**src/rtl/rstseq_pkg.sv**
```systemverilog
package rstseq_pkg;

  typedef enum logic [1:0] {
    SEQ_RUN  = 2'd0,
    SEQ_HOLD = 2'd1,
    SEQ_TAIL = 2'd2
  } seq_state_e;

  localparam int PIN_W    = 5;
  localparam int PIN_RST  = 0;
  localparam int PIN_ALE  = 1;
  localparam int PIN_PSEN = 2;
  localparam int PIN_EA   = 3;
  localparam int PIN_MODE = 4;

  function automatic int unsigned qual_periods(input int unsigned mc_len,
                                               input int unsigned mc_count);
    return mc_len * mc_count;
  endfunction

endpackage

```
**src/rtl/rstseq_sync.sv**
```systemverilog
module rstseq_sync #(
  parameter int unsigned W       = 5,
  parameter int unsigned STAGES  = 2,
  parameter logic [W-1:0] RST_VAL = '0
) (
  input  logic         clk,
  input  logic         por_n,
  input  logic [W-1:0] d,
  output logic [W-1:0] q
);

  logic [W-1:0] stg [STAGES];

  genvar s;
  generate
    for (s = 0; s < STAGES; s++) begin : g_stage
      if (s == 0) begin : g_first
        always_ff @(posedge clk or negedge por_n) begin
          if (!por_n) stg[0] <= RST_VAL;
          else        stg[0] <= d;
        end
      end else begin : g_next
        always_ff @(posedge clk or negedge por_n) begin
          if (!por_n) stg[s] <= RST_VAL;
          else        stg[s] <= stg[s-1];
        end
      end
    end
  endgenerate

  assign q = stg[STAGES-1];

endmodule

```
**src/rtl/rstseq_qual.sv**
```systemverilog
module rstseq_qual
  import rstseq_pkg::*;
#(
  parameter int unsigned MC_SHORT     = 6,
  parameter int unsigned MC_LONG      = 12,
  parameter int unsigned MC_PER_RESET = 2
) (
  input  logic       clk,
  input  logic       por_n,
  input  logic       rst_q,
  input  logic       short_q,
  output seq_state_e state_o,
  output logic       qualify_o,
  output logic       release_o
);

  localparam int unsigned QS = qual_periods(MC_SHORT, MC_PER_RESET);
  localparam int unsigned QL = qual_periods(MC_LONG, MC_PER_RESET);
  localparam int unsigned CW = $clog2(QL + 1);

  seq_state_e    state;
  logic [CW-1:0] run_cnt;
  logic [CW-1:0] limit;

  always_comb limit = short_q ? CW'(QS - 1) : CW'(QL - 1);

  assign qualify_o = (state == SEQ_RUN) && rst_q && (run_cnt >= limit);
  assign release_o = (state == SEQ_HOLD) && !rst_q;
  assign state_o   = state;

  always_ff @(posedge clk or negedge por_n) begin
    if (!por_n) begin
      state   <= SEQ_HOLD;
      run_cnt <= '0;
    end else begin
      unique case (state)
        SEQ_RUN: begin
          if (qualify_o) begin
            state   <= SEQ_HOLD;
            run_cnt <= '0;
          end else if (rst_q) begin
            run_cnt <= run_cnt + 1'b1;
          end else begin
            run_cnt <= '0;
          end
        end
        SEQ_HOLD: if (release_o) state <= SEQ_TAIL;
        SEQ_TAIL: state <= SEQ_RUN;
        default:  state <= SEQ_RUN;
      endcase
    end
  end

endmodule

```
**src/rtl/rstseq_strap.sv**
```systemverilog
module rstseq_strap (
  input  logic clk,
  input  logic por_n,
  input  logic qualify_i,
  input  logic hold_i,
  input  logic release_i,
  input  logic ale_q,
  input  logic psen_q,
  input  logic ea_q,
  output logic ea_lat_o,
  output logic emu_o
);

  logic cand;
  logic strap_ok;

  assign strap_ok = !ale_q && psen_q;

  always_ff @(posedge clk or negedge por_n) begin
    if (!por_n) begin
      ea_lat_o <= 1'b0;
      emu_o    <= 1'b0;
      cand     <= 1'b0;
    end else begin
      if (qualify_i) begin
        emu_o <= 1'b0;
        cand  <= strap_ok;
      end else if (hold_i && !release_i && strap_ok) begin
        cand <= 1'b1;
      end
      if (release_i) begin
        ea_lat_o <= ea_q;
        emu_o    <= cand && !ale_q;
        cand     <= 1'b0;
      end
    end
  end

endmodule

```
**src/rtl/rstseq_padctl.sv**
```systemverilog
module rstseq_padctl (
  input  logic emu_i,
  input  logic rst_pin_i,
  input  logic core_rst_i,
  output logic p0_oe_o,
  output logic drive_oe_o,
  output logic weak_pull_o,
  output logic port_hold_o
);

  always_comb begin
    p0_oe_o     = !emu_i;
    drive_oe_o  = !emu_i;
    weak_pull_o = emu_i;
    port_hold_o = rst_pin_i || core_rst_i;
  end

endmodule

```
**src/rtl/rst_emu_seq.sv**
```systemverilog
module rst_emu_seq
  import rstseq_pkg::*;
#(
  parameter int unsigned SYNC_STAGES  = 2,
  parameter int unsigned MC_SHORT     = 6,
  parameter int unsigned MC_LONG      = 12,
  parameter int unsigned MC_PER_RESET = 2
) (
  input  logic clk,
  input  logic por_n,
  input  logic rst_pin,
  input  logic ale_pin,
  input  logic psen_pin,
  input  logic ea_pin,
  input  logic mode6_pin,
  output logic core_rst,
  output logic ea_latched,
  output logic emu_mode,
  output logic p0_oe,
  output logic drive_oe,
  output logic weak_pull,
  output logic port_hold
);

  localparam logic [PIN_W-1:0] SYNC_RST = PIN_W'(1) << PIN_RST;

  logic [PIN_W-1:0] pins_raw;
  logic [PIN_W-1:0] pins_q;
  logic rst_q, ale_q, psen_q, ea_q, mode_q;
  seq_state_e state;
  logic qualify, release_ev;

  always_comb begin
    pins_raw           = '0;
    pins_raw[PIN_RST]  = rst_pin;
    pins_raw[PIN_ALE]  = ale_pin;
    pins_raw[PIN_PSEN] = psen_pin;
    pins_raw[PIN_EA]   = ea_pin;
    pins_raw[PIN_MODE] = mode6_pin;
  end

  rstseq_sync #(
    .W(PIN_W), .STAGES(SYNC_STAGES), .RST_VAL(SYNC_RST)
  ) u_sync (
    .clk(clk), .por_n(por_n), .d(pins_raw), .q(pins_q)
  );

  assign rst_q  = pins_q[PIN_RST];
  assign ale_q  = pins_q[PIN_ALE];
  assign psen_q = pins_q[PIN_PSEN];
  assign ea_q   = pins_q[PIN_EA];
  assign mode_q = pins_q[PIN_MODE];

  rstseq_qual #(
    .MC_SHORT(MC_SHORT), .MC_LONG(MC_LONG), .MC_PER_RESET(MC_PER_RESET)
  ) u_qual (
    .clk(clk), .por_n(por_n), .rst_q(rst_q), .short_q(mode_q),
    .state_o(state), .qualify_o(qualify), .release_o(release_ev)
  );

  assign core_rst = (state != SEQ_RUN);

  rstseq_strap u_strap (
    .clk(clk), .por_n(por_n), .qualify_i(qualify),
    .hold_i(state == SEQ_HOLD), .release_i(release_ev),
    .ale_q(ale_q), .psen_q(psen_q), .ea_q(ea_q),
    .ea_lat_o(ea_latched), .emu_o(emu_mode)
  );

  rstseq_padctl u_pad (
    .emu_i(emu_mode), .rst_pin_i(rst_pin), .core_rst_i(core_rst),
    .p0_oe_o(p0_oe), .drive_oe_o(drive_oe), .weak_pull_o(weak_pull),
    .port_hold_o(port_hold)
  );

endmodule

```
**config.mk**
```make
export PLATFORM = sky130hd
export DESIGN_NAME = rst_emu_seq
export DESIGN_NICKNAME = d
export VERILOG_FILES = /design/src/rtl/rstseq_pkg.sv /design/src/rtl/rstseq_sync.sv /design/src/rtl/rstseq_qual.sv /design/src/rtl/rstseq_strap.sv /design/src/rtl/rstseq_padctl.sv /design/src/rtl/rst_emu_seq.sv
export SDC_FILE = /design/constraint.sdc
export NUM_CORES = 1
export LEC_CHECK = 0
export BUFFER_PORTS_ARGS = -buffer_cell sky130_fd_sc_hd__clkbuf_2
export CAP_MARGIN = 10
export CORE_ASPECT_RATIO = 1.75
export CORE_MARGIN = 5
export CORE_UTILIZATION = 36
export DETAILED_ROUTE_END_ITERATION = 8
export MAX_ROUTING_LAYER = met4
export REMOVE_ABC_BUFFERS = 1
export SYNTH_ARGS = -nofsm -noshare
export SYNTH_HDL_FRONTEND = slang
export SYNTH_SLANG_ARGS = --single-unit
export TNS_END_PERCENT = 1
```
**constraint.sdc**
```tcl
create_clock -name clk -period 1.4 [get_ports clk]
set_input_delay 0.07 -clock clk [delete_from_list [all_inputs] [get_ports clk]]
set_output_delay 0.07 -clock clk [all_outputs]
set_load 0.1 [all_outputs]
```
==> results_dict.tcl <==
set metrics [dict create \
    status "finished, violations left" \
    violations "setup timing" \
    critical_path.slowest_cell "dfrtp_1" \
    antenna_found_initial 0 \
    row_count 23 \
    io_pins 14 \
    yosysSeqAreaShare_pct 57.33 \
    post-dp-hpwl_mm 1.178 \
    grt_overflow 0 \
    endpoint_kind "flop" \
    leakagePower_nw 0.5711 \
    syn2layout_area_growth_pct 42.53 \
    worst-setup-path-type "reg2reg" \
    cts_buffer_depth 2 \
    cp_common_cell "nand3_4" \
    placed_area_um2 1037 \
    diodes 0 \
    drtPass1Iterations 2 \
    rr_worst_depth 5 \
    min-delay-path-class "in2async" \
    clock-root-buffer "clkbuf_8" \
    synth_cell_type_count 30 \
    first_global_vias 697 \
    slew_violations 0 \
    clock_latency_ps 250 \
    clock-skew-final_ps 0.9728 \
    worst_pin_slew_ps 544.9 \
    setup_viol 7 \
    worstPathRequired_ps 1540 \
    viasPerCell 4.992 \
    start_util_pct 37.73 \
    die_area_um2 3571 \
    min_period_over_period_pct 102.3 \
    r2r_start "u_sync.q[4]$_DFF_PN0_" \
    die_w_um 47.37 \
    cp-start-kind "flop" \
    gp_congestion 0.7642 \
    ant_nets 0 \
    max-vdd-ir-drop_uv 798.1 \
    fin_crit_ps 1433 \
    hold_viol 0 \
    drive_gt1_share_pct 50.00 \
    grtUsageTotal_pct 12.12 \
    cts_sinks 20 \
    drt-wirelength-per-cell_um 12.29 \
    synth_ff_type "dfrtp_1" \
    die_y_um 75.39 \
    core-area_um2 2331 \
    synth-async-reset-ratio_pct 100.0 \
    power_density_nw_per_um2 1303 \
    slew_headroom_pct 63.83 \
    crit_chain "ha_1, nand3_4, or2_4, nand3_4, o21ai_2" \
    worst_ep_arrival_time_ps 1570 \
    fin_nets 116 \
    final_cells 129 \
    post-route-drc-count 0 \
    synth_edf_count 0 \
    cp_max_fo 4 \
    max_stage_delay_ps 440 \
    grt_max_degree 21 \
    rsz0062_at_grt "yes" \
    synthCells 76 \
    setup_slack_ps -32.77 \
    cts_tree "built" \
    syn-cell-area_um2 879.6 \
    ys_ff_latch 20 \
    place_inst 118 \
    clock.fmax_ghz 0.6979 \
    maxCapViolations 0 \
    io_buffers 13 \
    vias 644 \
    ys_warn_count 0 \
    final_area_um2 1254 \
    cts.clk_slew.worst_paths_ps 70 \
    reg2reg_slack_ps -30 \
    grt_pass1_wl_mm 3.049 \
    routed_wl_mm 1.585 \
    htree_levels 1 \
    power_mw 1.634 \
    cts_made_buffers 3 \
    drt_iter0_markers 12 \
    r2r_end "u_qual.run_cnt[3]$_DFFE_PN0N_" \
    avgSynthCellArea_um2 11.57 \
]
## kinds of logic (layout without fill, tap and decap cells)
group,count (synthesis),count (layout),share of synthesized area [%]
AOI/OAI and AO/OA,15,15,10.67
adders and majority gates,4,4,5.690
buffers and inverters,6,34,4.267
DFF,20,20,57.33
muxes,1,1,1.280
and+or+nand+nor,30,30,20.77
## through the flow
stage / worst slack (ps) / util (%) / setup TNS (ps) / hold slack (ps)
after floorplan: -1553 / - / -6213 / -225.6
after global placement: -55.72 / 44.50 / -171.3 / 51.79
after detailed placement: -96.51 / 44.50 / -418.0 / 55.23
after CTS: -13.84 / 52.87 / -16.10 / 319.9
after global routing: -71.33 / 53.78 / -486.6 / 350.3
final: -32.77 / 53.78 / -120.2 / 301.4
## Yosys cell counts, drive strengths merged, types with 3 or more instances
cell type / n / area (um2)
buf: 3 / 26.27
ha: 4 / 50.05
inv: 3 / 11.26
nor3: 4 / 35.03
dfstp: 3 / 78.83
a21oi: 5 / 25.02
o21ai: 6 / 37.53
dfrtp: 17 / 425.4
nand2: 7 / 26.28
nand3: 5 / 30.03
## how the worst max path moves through the flow
stage | startpoint | to | slack (ps) | depth (start not counted)
6_report | u_sync.q[4]$_DFF_PN0_ | u_qual.run_cnt[3]$_DFFE_PN0N_ | -30 | 5
2_1_floorplan | u_strap.emu_o$_DFFE_PN0P_ | drive_oe | -1550 | 1
3_3_place_gp | u_qual.run_cnt[4]$_DFFE_PN0N_ | u_strap.cand$_DFFE_PN0P_ | -60 | 5
3_5_place_dp | u_qual.run_cnt[4]$_DFFE_PN0N_ | u_strap.cand$_DFFE_PN0P_ | -100 | 5
4_1_cts | u_sync.q[4]$_DFF_PN0_ | u_qual.run_cnt[0]$_DFFE_PN0N_ | -10 | 6
5_1_grt | u_sync.q[4]$_DFF_PN0_ | u_qual.run_cnt[3]$_DFFE_PN0N_ | -70 | 6
## power breakdown
group / switching (mW) / internal, mW / total (mW)
clock: 0.182 / 0.381 / 0.563
combinational: 0.247 / 0.154 / 0.401
sequential: 0.0386 / 0.631 / 0.670
total: 0.468 / 1.17 / 1.63
## area by class of cell
| class | instances | area, um2 |
|---|---|---|
| clock buffer | 3 | 41.29 |
| multi-input combinational | 50 | 414.1 |
| sequential | 20 | 505.5 |
| inverter | 3 | 11.26 |
| fill | 195 | 1077 |
| clock inverter | 1 | 30.03 |
| tap | 25 | 31.28 |
| timing repair buffer | 27 | 220.2 |
## worst max-delay path, delay by kind of cell, from the launching register on
family	cells	cell delay, ps
adders and majority gates	1	350
AOI/OAI and AO/OA	1	60
DFF	1	440
and+or+nand+nor	3	470
## sequential cells by signal, summed over array words and instances, names as in the netlist
name / count
u_strap.emu_o: 1
u_qual.run_cnt: 5
u_qual.state_o: 2
u_strap.ea_lat_o: 1
u_sync.stg: 5
u_strap.cand: 1
u_sync.q: 5
## per-layer routing
metal	global-route usage (%)	vias to the layer above	part of all wire, %
met2	20.00	9	57
li1	-	320	-
met4	4.615	0	0.76
met1	14.22	313	38
met3	2.128	2	3.3
met5	-	-	0
## timing repair
item	in CTS	in global routing
gates resized for setup	11	8
hold buffers	6	0
hold endpoints to repair	22	0
pin swaps	0	9
buffers inserted	1	0
endpoints found under the setup margin	9	9
## cell usage in the layout (no fill, tap or decap), types with 3 or more instances in the layout
master         Yosys  routed
dlygate4sd3_1      0       6
nor3_2             3       3
nand3_1            4       3
buf_4              2      10
o21ai_2            2       4
dfstp_2            3       3
nand2_1            7       6
clkbuf_8           0       3
a21oi_1            5       3
dfrtp_1           17      16
clkbuf_2           0       9
(Power assumes the default switching activity.)
